[config.mk]
export PLATFORM = sky130hd
export DESIGN_NAME = seq_core
export DESIGN_NICKNAME = d
export VERILOG_FILES = /design/src/rtl/seq_pkg.sv /design/src/rtl/seq_alu.sv /design/src/rtl/seq_regfile.sv /design/src/rtl/seq_ctrl.sv /design/src/rtl/seq_core.sv
export SDC_FILE = /design/constraint.sdc
export NUM_CORES = 2
export LEC_CHECK = 0
export BUFFER_PORTS_ARGS = -buffer_cell sky130_fd_sc_hd__buf_2
export CELL_PAD_IN_SITES_DETAIL_PLACEMENT = 1
export CELL_PAD_IN_SITES_GLOBAL_PLACEMENT = 1
export CORE_ASPECT_RATIO = 0.9
export CORE_MARGIN = 2
export CORE_UTILIZATION = 36
export DETAILED_ROUTE_END_ITERATION = 8
export PLACE_DENSITY_LB_ADDON = 0.1
export SLEW_MARGIN = 20
export SYNTH_ARGS = -nofsm -noshare
export SYNTH_HDL_FRONTEND = slang
export SYNTH_SLANG_ARGS = --single-unit
[constraint.sdc]
create_clock -name clk -period 8 [get_ports clk]
set_input_delay 0.8 -clock clk [delete_from_list [all_inputs] [get_ports clk]]
set_output_delay 0.8 -clock clk [all_outputs]
set_load 0.03 [all_outputs]
[src/rtl/seq_pkg.sv]
// Package: shared step and ALU-function encodings for the sequencer.
// Assumes a 4-bit opcode in the top bits of the instruction word.
package seq_pkg;
    typedef enum logic [2:0] {
        ST_FETCH = 3'd0,
        ST_INC   = 3'd1,
        ST_ALU   = 3'd2,
        ST_LINK  = 3'd3,
        ST_JUMP  = 3'd4
    } seq_state_e;

    typedef enum logic [2:0] {
        FN_ADD = 3'd0,
        FN_SUB = 3'd1,
        FN_AND = 3'd2,
        FN_OR  = 3'd3,
        FN_INC = 3'd4
    } alu_fn_e;

    localparam logic [3:0] OP_REG  = 4'b0000;
    localparam logic [3:0] OP_JMP  = 4'b0100;
    localparam logic [3:0] OP_JAL  = 4'b0110;
endpackage

[src/rtl/seq_alu.sv]
// Module: combinational ALU shared by every step of the sequencer.
// Assumes the function code comes straight from the controller.
module seq_alu #(
    parameter int DATA_W = 32
) (
    input  logic [2:0]        fn,
    input  logic [DATA_W-1:0] op_a,
    input  logic [DATA_W-1:0] op_b,
    output logic [DATA_W-1:0] result
);
    import seq_pkg::*;

    // Select the arithmetic or logic result for the current step.
    always_comb begin
        case (alu_fn_e'(fn))
            FN_SUB:  result = op_a - op_b;
            FN_AND:  result = op_a & op_b;
            FN_OR:   result = op_a | op_b;
            FN_INC:  result = op_a + {{(DATA_W-1){1'b0}}, 1'b1};
            default: result = op_a + op_b;
        endcase
    end
endmodule

[src/rtl/seq_regfile.sv]
// Module: register file with two read ports, one write port and a fixed
// read port for the link register. Entry 0 is hard-wired to zero.
// Assumes a synchronous active-low reset that clears every entry.
module seq_regfile #(
    parameter int DATA_W = 32,
    parameter int NREG   = 16,
    localparam int SEL_W = $clog2(NREG),
    localparam int RA_IDX = NREG - 1
) (
    input  logic              clk,
    input  logic              rst_n,
    input  logic [SEL_W-1:0]  rsel_a,
    input  logic [SEL_W-1:0]  rsel_b,
    input  logic              we,
    input  logic [SEL_W-1:0]  wsel,
    input  logic [DATA_W-1:0] wdata,
    output logic [DATA_W-1:0] rdata_a,
    output logic [DATA_W-1:0] rdata_b,
    output logic [DATA_W-1:0] ra_data
);
    logic [DATA_W-1:0] mem [NREG];

    // Clear on reset, otherwise write any entry except zero.
    always_ff @(posedge clk) begin
        if (!rst_n) begin
            for (int i = 0; i < NREG; i++) mem[i] <= '0;
        end else if (we && wsel != '0) begin
            mem[wsel] <= wdata;
        end
    end

    // Read ports: entry zero forced to zero.
    always_comb begin
        rdata_a = (rsel_a == '0) ? '0 : mem[rsel_a];
        rdata_b = (rsel_b == '0) ? '0 : mem[rsel_b];
        ra_data = mem[RA_IDX];
    end


    zero_port_a_chk: assert property (@(posedge clk) disable iff (!rst_n)
        (rsel_a == '0) |-> (rdata_a == '0));

    zero_entry_chk: assert property (@(posedge clk) disable iff (!rst_n)
        (rst_n && we && wsel == '0) |=> (mem[0] == '0));
endmodule

[src/rtl/seq_ctrl.sv]
// Module: Moore controller that holds the instruction register and drives
// every bus enable, load, select and ALU function for each step.
// Assumes an opcode in the top 4 bits, rd/rs just below it, rt in the low
// bits, the ALU sub-function at bits 17:16 and the immediate in the low
// IMM_W bits.
module seq_ctrl #(
    parameter int DATA_W = 32,
    parameter int NREG   = 16,
    parameter int IMM_W  = 20,
    localparam int SEL_W = $clog2(NREG),
    localparam int FN_LSB = 16,
    localparam logic [SEL_W-1:0] RA_SEL = SEL_W'(NREG - 1)
) (
    input  logic              clk,
    input  logic              rst_n,
    input  logic [DATA_W-1:0] insn_word,
    output logic [2:0]        state_o,
    output logic              pc_to_a,
    output logic              rf_to_a,
    output logic              imm_to_b,
    output logic              rf_to_b,
    output logic              alu_to_c,
    output logic              pc_load,
    output logic              ir_load,
    output logic              rf_load,
    output logic              mem_read,
    output logic [SEL_W-1:0]  sel_a,
    output logic [SEL_W-1:0]  sel_b,
    output logic [SEL_W-1:0]  sel_c,
    output logic [2:0]        alu_fn,
    output logic [IMM_W-1:0]  imm_o
);
    import seq_pkg::*;

    seq_state_e        state_q, state_d;
    logic [DATA_W-1:0] ir_q;
    logic [3:0]        opcode;

    assign opcode  = ir_q[DATA_W-1 -: 4];
    assign imm_o   = ir_q[IMM_W-1:0];
    assign state_o = state_q;

    // Capture the instruction word during fetch.
    always_ff @(posedge clk) begin
        if (!rst_n)       ir_q <= '0;
        else if (ir_load) ir_q <= insn_word;
    end

    // Advance the step register.
    always_ff @(posedge clk) begin
        if (!rst_n) state_q <= ST_FETCH;
        else        state_q <= state_d;
    end

    // Choose the next step from the current step and the opcode.
    always_comb begin
        case (state_q)
            ST_FETCH: state_d = ST_INC;
            ST_INC: begin
                case (opcode)
                    OP_REG:  state_d = ST_ALU;
                    OP_JMP:  state_d = ST_JUMP;
                    OP_JAL:  state_d = ST_LINK;
                    default: state_d = ST_FETCH;
                endcase
            end
            ST_LINK: state_d = ST_JUMP;
            default: state_d = ST_FETCH;
        endcase
    end

    // Drive the control word for the current step.
    always_comb begin
        pc_to_a = 1'b0; rf_to_a = 1'b0; imm_to_b = 1'b0; rf_to_b = 1'b0;
        alu_to_c = 1'b0; pc_load = 1'b0; ir_load = 1'b0; rf_load = 1'b0;
        mem_read = 1'b0;
        sel_a = '0; sel_b = '0; sel_c = '0;
        alu_fn = FN_ADD;
        case (state_q)
            ST_FETCH: begin
                pc_to_a = 1'b1; ir_load = 1'b1; mem_read = 1'b1;
            end
            ST_INC: begin
                pc_to_a = 1'b1; alu_to_c = 1'b1; pc_load = 1'b1;
                alu_fn = FN_INC;
            end
            ST_ALU: begin
                rf_to_a = 1'b1; rf_to_b = 1'b1; alu_to_c = 1'b1; rf_load = 1'b1;
                sel_c  = ir_q[DATA_W-5 -: SEL_W];
                sel_a  = ir_q[DATA_W-5-SEL_W -: SEL_W];
                sel_b  = ir_q[SEL_W-1:0];
                alu_fn = {1'b0, ir_q[FN_LSB+1:FN_LSB]};
            end
            ST_LINK: begin
                pc_to_a = 1'b1; rf_to_b = 1'b1; alu_to_c = 1'b1; rf_load = 1'b1;
                sel_c = RA_SEL;
            end
            ST_JUMP: begin
                imm_to_b = 1'b1; rf_to_a = 1'b1; alu_to_c = 1'b1; pc_load = 1'b1;
            end
            default: ;
        endcase
    end


    exec_to_fetch_chk: assert property (@(posedge clk) disable iff (!rst_n)
        (rst_n && (state_q == ST_ALU || state_q == ST_JUMP)) |=> (state_q == ST_FETCH));

    link_then_jump_chk: assert property (@(posedge clk) disable iff (!rst_n)
        (rst_n && state_q == ST_LINK) |=> (state_q == ST_JUMP));

    undecoded_skip_chk: assert property (@(posedge clk) disable iff (!rst_n)
        (rst_n && state_q == ST_INC && opcode != OP_REG && opcode != OP_JMP
         && opcode != OP_JAL) |=> (state_q == ST_FETCH && !rf_load && !pc_load));

    fetch_then_inc_chk: assert property (@(posedge clk) disable iff (!rst_n)
        (rst_n && state_q == ST_FETCH) |=> (state_q == ST_INC && ir_q == $past(insn_word)));
endmodule

[src/rtl/seq_core.sv]
// Module: top of the sequencer. Holds the program counter, muxes the two
// operand buses from their one-hot enables and feeds the result bus back.
// Assumes a synchronous active-low reset; undriven buses read as zero.
module seq_core #(
    parameter int DATA_W = 32,
    parameter int NREG   = 16,
    parameter int IMM_W  = 20,
    localparam int SEL_W = $clog2(NREG)
) (
    input  logic              clk,
    input  logic              rst_n,
    input  logic [DATA_W-1:0] insn_word,
    output logic [2:0]        state_o,
    output logic              pc_to_a,
    output logic              rf_to_a,
    output logic              imm_to_b,
    output logic              rf_to_b,
    output logic              alu_to_c,
    output logic              pc_load,
    output logic              ir_load,
    output logic              rf_load,
    output logic              mem_read,
    output logic [SEL_W-1:0]  sel_a,
    output logic [SEL_W-1:0]  sel_b,
    output logic [SEL_W-1:0]  sel_c,
    output logic [2:0]        alu_fn,
    output logic [DATA_W-1:0] bus_c,
    output logic [DATA_W-1:0] pc_val,
    output logic [DATA_W-1:0] ra_val
);
    logic [DATA_W-1:0] pc_q, bus_a, bus_b, rf_a, rf_b, imm_ext;
    logic [IMM_W-1:0]  imm;

    seq_ctrl #(.DATA_W(DATA_W), .NREG(NREG), .IMM_W(IMM_W)) u_ctrl (
        .clk(clk), .rst_n(rst_n), .insn_word(insn_word), .state_o(state_o),
        .pc_to_a(pc_to_a), .rf_to_a(rf_to_a), .imm_to_b(imm_to_b),
        .rf_to_b(rf_to_b), .alu_to_c(alu_to_c), .pc_load(pc_load),
        .ir_load(ir_load), .rf_load(rf_load), .mem_read(mem_read),
        .sel_a(sel_a), .sel_b(sel_b), .sel_c(sel_c), .alu_fn(alu_fn),
        .imm_o(imm)
    );

    seq_regfile #(.DATA_W(DATA_W), .NREG(NREG)) u_rf (
        .clk(clk), .rst_n(rst_n), .rsel_a(sel_a), .rsel_b(sel_b),
        .we(rf_load), .wsel(sel_c), .wdata(bus_c),
        .rdata_a(rf_a), .rdata_b(rf_b), .ra_data(ra_val)
    );

    seq_alu #(.DATA_W(DATA_W)) u_alu (
        .fn(alu_fn), .op_a(bus_a), .op_b(bus_b), .result(bus_c)
    );

    assign imm_ext = {{(DATA_W-IMM_W){1'b0}}, imm};
    assign pc_val  = pc_q;

    // Operand bus muxes: one-hot enables, zero when nothing drives.
    always_comb begin
        bus_a = pc_to_a  ? pc_q    : (rf_to_a ? rf_a : '0);
        bus_b = imm_to_b ? imm_ext : (rf_to_b ? rf_b : '0);
    end

    // Program counter loads from the result bus.
    always_ff @(posedge clk) begin
        if (!rst_n)       pc_q <= '0;
        else if (pc_load) pc_q <= bus_c;
    end


    bus_a_single_chk: assert property (@(posedge clk) disable iff (!rst_n)
        $onehot0({pc_to_a, rf_to_a}));

    bus_b_single_chk: assert property (@(posedge clk) disable iff (!rst_n)
        $onehot0({imm_to_b, rf_to_b}));

    pc_step_chk: assert property (@(posedge clk) disable iff (!rst_n)
        (rst_n && state_o == 3'd1) |=> (pc_q == $past(pc_q) + 1'b1));

    pc_jump_chk: assert property (@(posedge clk) disable iff (!rst_n)
        (rst_n && state_o == 3'd4) |=> (pc_q == $past(imm_ext)));

    link_value_chk: assert property (@(posedge clk) disable iff (!rst_n)
        (rst_n && state_o == 3'd3) |=> (ra_val == $past(pc_q)));

    pc_hold_chk: assert property (@(posedge clk) disable iff (!rst_n)
        (rst_n && !pc_load) |=> $stable(pc_q));
endmodule

==> reports/qor.txt <==
Synth area leaders: edfxtp_1, nor2_1, nand2_1
Slowest CP cell: o21ai_0
CP max FO: 20
RD Place Congestion: 0.951
GRT Overall Usage: 37.3%
Synth Flop Type: edfxtp_1
Crit-path max cell delay: 0.59 ns
Die height: 290 um
Congestion Overflow GR: 0
I/O Buffers: 156
DPL Wire Length: 114000 um
Ys async rst share: 0%
Clock sinks: 562
CTS tree: done
Final Cycle Share: 98.6%
Final Skew: 0.0238 ns
CTS Buf Count: 71
Final hold violations: 0
FF-to-FF End: u_rf.mem[9][23]
Max cap viols: 0
CP startpoint kind: register
RSZ-0062 raised after global routing: false
PwrDens: 222 nW/um^2
Fin. max-slew vios: 0
Final instance area: 38000 sq um
Initial Util: 36.4%
Worst EP required: 7.20 ns
Peak VDD IR: 0.000165 V
Worst-skew pair later-pin latency: 0.64 ns
# setup viols final: 0
Status: finished, final reports clean
Post-route ant nets: 0
CTS Hold Bufs: 0
Die area: 93300 sq um
HP Start: insn_word[31]
Sequential share of the synthesized area: 49.5%
Critical Path Source: u_ctrl.state_o[2]
Io pins: 157
Reg2reg start: u_ctrl.state_o[2]
Worst path cell trace: buf_4 > nand4bb_4 > clkinv_4 > nor2_2 > buf_4 > a221oi_1 > a21o_1 > o21ai_0 > a22o_1 > ha_1 > a21oi_1 > a21oi_1 > a211oi_2 > a21oi_1 > o21bai_1 > a21oi_2 > o211ai_1 > a21o_1 > nand3_1 > inv_1 > buf_2
Final min period: 7.89 ns
Area grow syn2layout: 16.0%
PnR Total Power: 8.43 mW
Crit path buf inv count: 5
Average vias per placed instance: 6.47
Synthesized area: 32700 sq um
Hold Slack: 0.408 ns
EDFF count, synth: 495
Worst setup EP type: output pin
Yosys top cell by area: edfxtp_1
Via count: 31848
Critical Path AT: 7.09 ns
Setup TNS: 0 ns
Crit-path leading delay family: compound AO/OA/AOI/OAI gates
Post-synthesis average cell area: 9.18 sq um
Kind of critical path: reg -> out
Cells after Synth: 3565
CP dominant cell by count: a21oi_1
Clock Tree Buf Depth: 3
FF-to-FF path depth: 21
Die span in x: 322 um
Crit path depth: 21
Class of the worst hold path: in -> reg
Root Driver: clkbuf_16
Top cell type's share of synthesized area: 45.4%
Largest net degree at the start of global routing: 92
Crit path capture: bus_c[21]
Post-DP Area: 35200 sq um
Global-route wire length before repair: 247000 um
Least-Margin Pin Slew: 1.06 ns
R2r setup slk: 1.17 ns
# DRC: 0
Leakage power: 13.5 nW
Initial antenna violation count: 8
Share of cells above drive strength 1: 15.9%
Pre-antenna DRT Iters: 8
Reg clk slew, reported paths: 0.06 ns
Wirelength per Cell: 36.1 um
Slew margin rel.: 29.3%
CORE AREA: 89800 sq um
YS warnings: 0
Count leader, synth: nor2_1
Fmax: 127 MHz
Yosys reg bits: 562
# nets final: 3767
Row Count: 104
Htree depth: 3
Placed Cells: 4760
DRT iter0 DRCs: 3622
Number of global-route vias before repair: 32178
Yosys cell types: 95
Commonest cells in the netlist: nor2_1, nand2_1, edfxtp_1
Final std cells w/o fill: 4924
DRT Wirelength: 178000 um
[where the power goes]
group          total, mW  switching [mW]  internal [mW]
Combinational       1.73            1.29          0.436
Clock               3.24            1.36           1.87
Sequential          3.46           0.140           3.32
Total               8.43            2.80           5.63
[tightest hold or removal path, stage by stage]
cell and delay, ns:
buf_2 0.09, nand2_1 0.05, a21oi_1 0.05
[routing by layer]
metal  part of all wire (%)  track usage (%)  routed length [um]
met5                  0.024                0                  43
met2                     45             58.2               79500
met3                    8.4             6.23               14900
met4                    6.6             21.1               11700
met1                     40             48.9               71600
[worst min path at each step]
stage	endpoint	slack, ns	depth (start not counted)
after CTS	u_ctrl.ir_q[20]	0.38	3
after global placement	u_ctrl.ir_q[31]	0.44	2
final	u_ctrl.ir_q[31]	0.41	3
after detailed placement	u_ctrl.ir_q[31]	0.46	2
after floorplan	u_ctrl.ir_q[4]	0.44	2
after global routing	u_ctrl.ir_q[18]	0.40	3
[cell families after synthesis]
| kind of cell | share of synthesized area [%] |
|---|---|
| XOR/XNOR | 1.42 |
| AND/OR/NAND/NOR | 18.5 |
| adder cells (fa/ha/maj) | 1.96 |
| other | 0.0115 |
| AO/OA/AOI/OAI | 20.4 |
| buffers and inverters | 5.52 |
| multiplexers | 2.68 |
| flip-flops | 49.5 |
[cell type report]
class                   instances  area [sq um]
fillers                     10258         51800
flip-flops and latches        562         16200
multi-input cells            2625         15100
repair buffers                362          2570
clock buffers                 106          2050
well taps                    1166          1460
inverters                      78           310
clock inverters                23           204
diodes                          2          5.00
[timing repair]
action	CTS	global route
cloned	1	0
pin swaps	7	6
setup buffers	18	14
gates resized for setup	16	26
setup endpoints to repair	19	15
endpoints found under the hold margin	0	0
[sequential cells by signal (all words and copies together) (netlist names)]
signal	cells
u_ctrl.state_o	3
u_ctrl.ir_q	32
pc_val	32
u_rf.mem	495
[metrics by stage]
stage	setup slack, ns	util, %
2_1_floorplan	1.39	-
3_3_place_gp	0.0991	39.2
3_5_place_dp	-0.0274	39.2
4_1_cts	0.0395	42.0
5_1_grt	0.0349	42.3
6_report	0.113	42.3
[placed cells by master (no fill, tap or decap), types with 18 or more instances in the layout]
cell	n
o21ai_0	172
a311oi_1	43
inv_1	68
a32o_1	25
a21oi_1	328
ha_1	32
clkbuf_16	76
nor2b_1	78
a22oi_1	28
dfxtp_1	61
nand2_1	484
buf_2	156
a31oi_1	37
maj3_1	22
nand4_1	21
a21o_1	25
o221ai_1	29
o21bai_1	21
a221oi_1	48
nor2_1	588
nand3_1	42
a211oi_1	88
mux2i_1	65
clkbuf_1	26
buf_12	18
o22ai_1	71
buf_4	185
xnor2_1	37
edfxtp_1	495
Note: power is estimated with default switching activity, not from simulation.
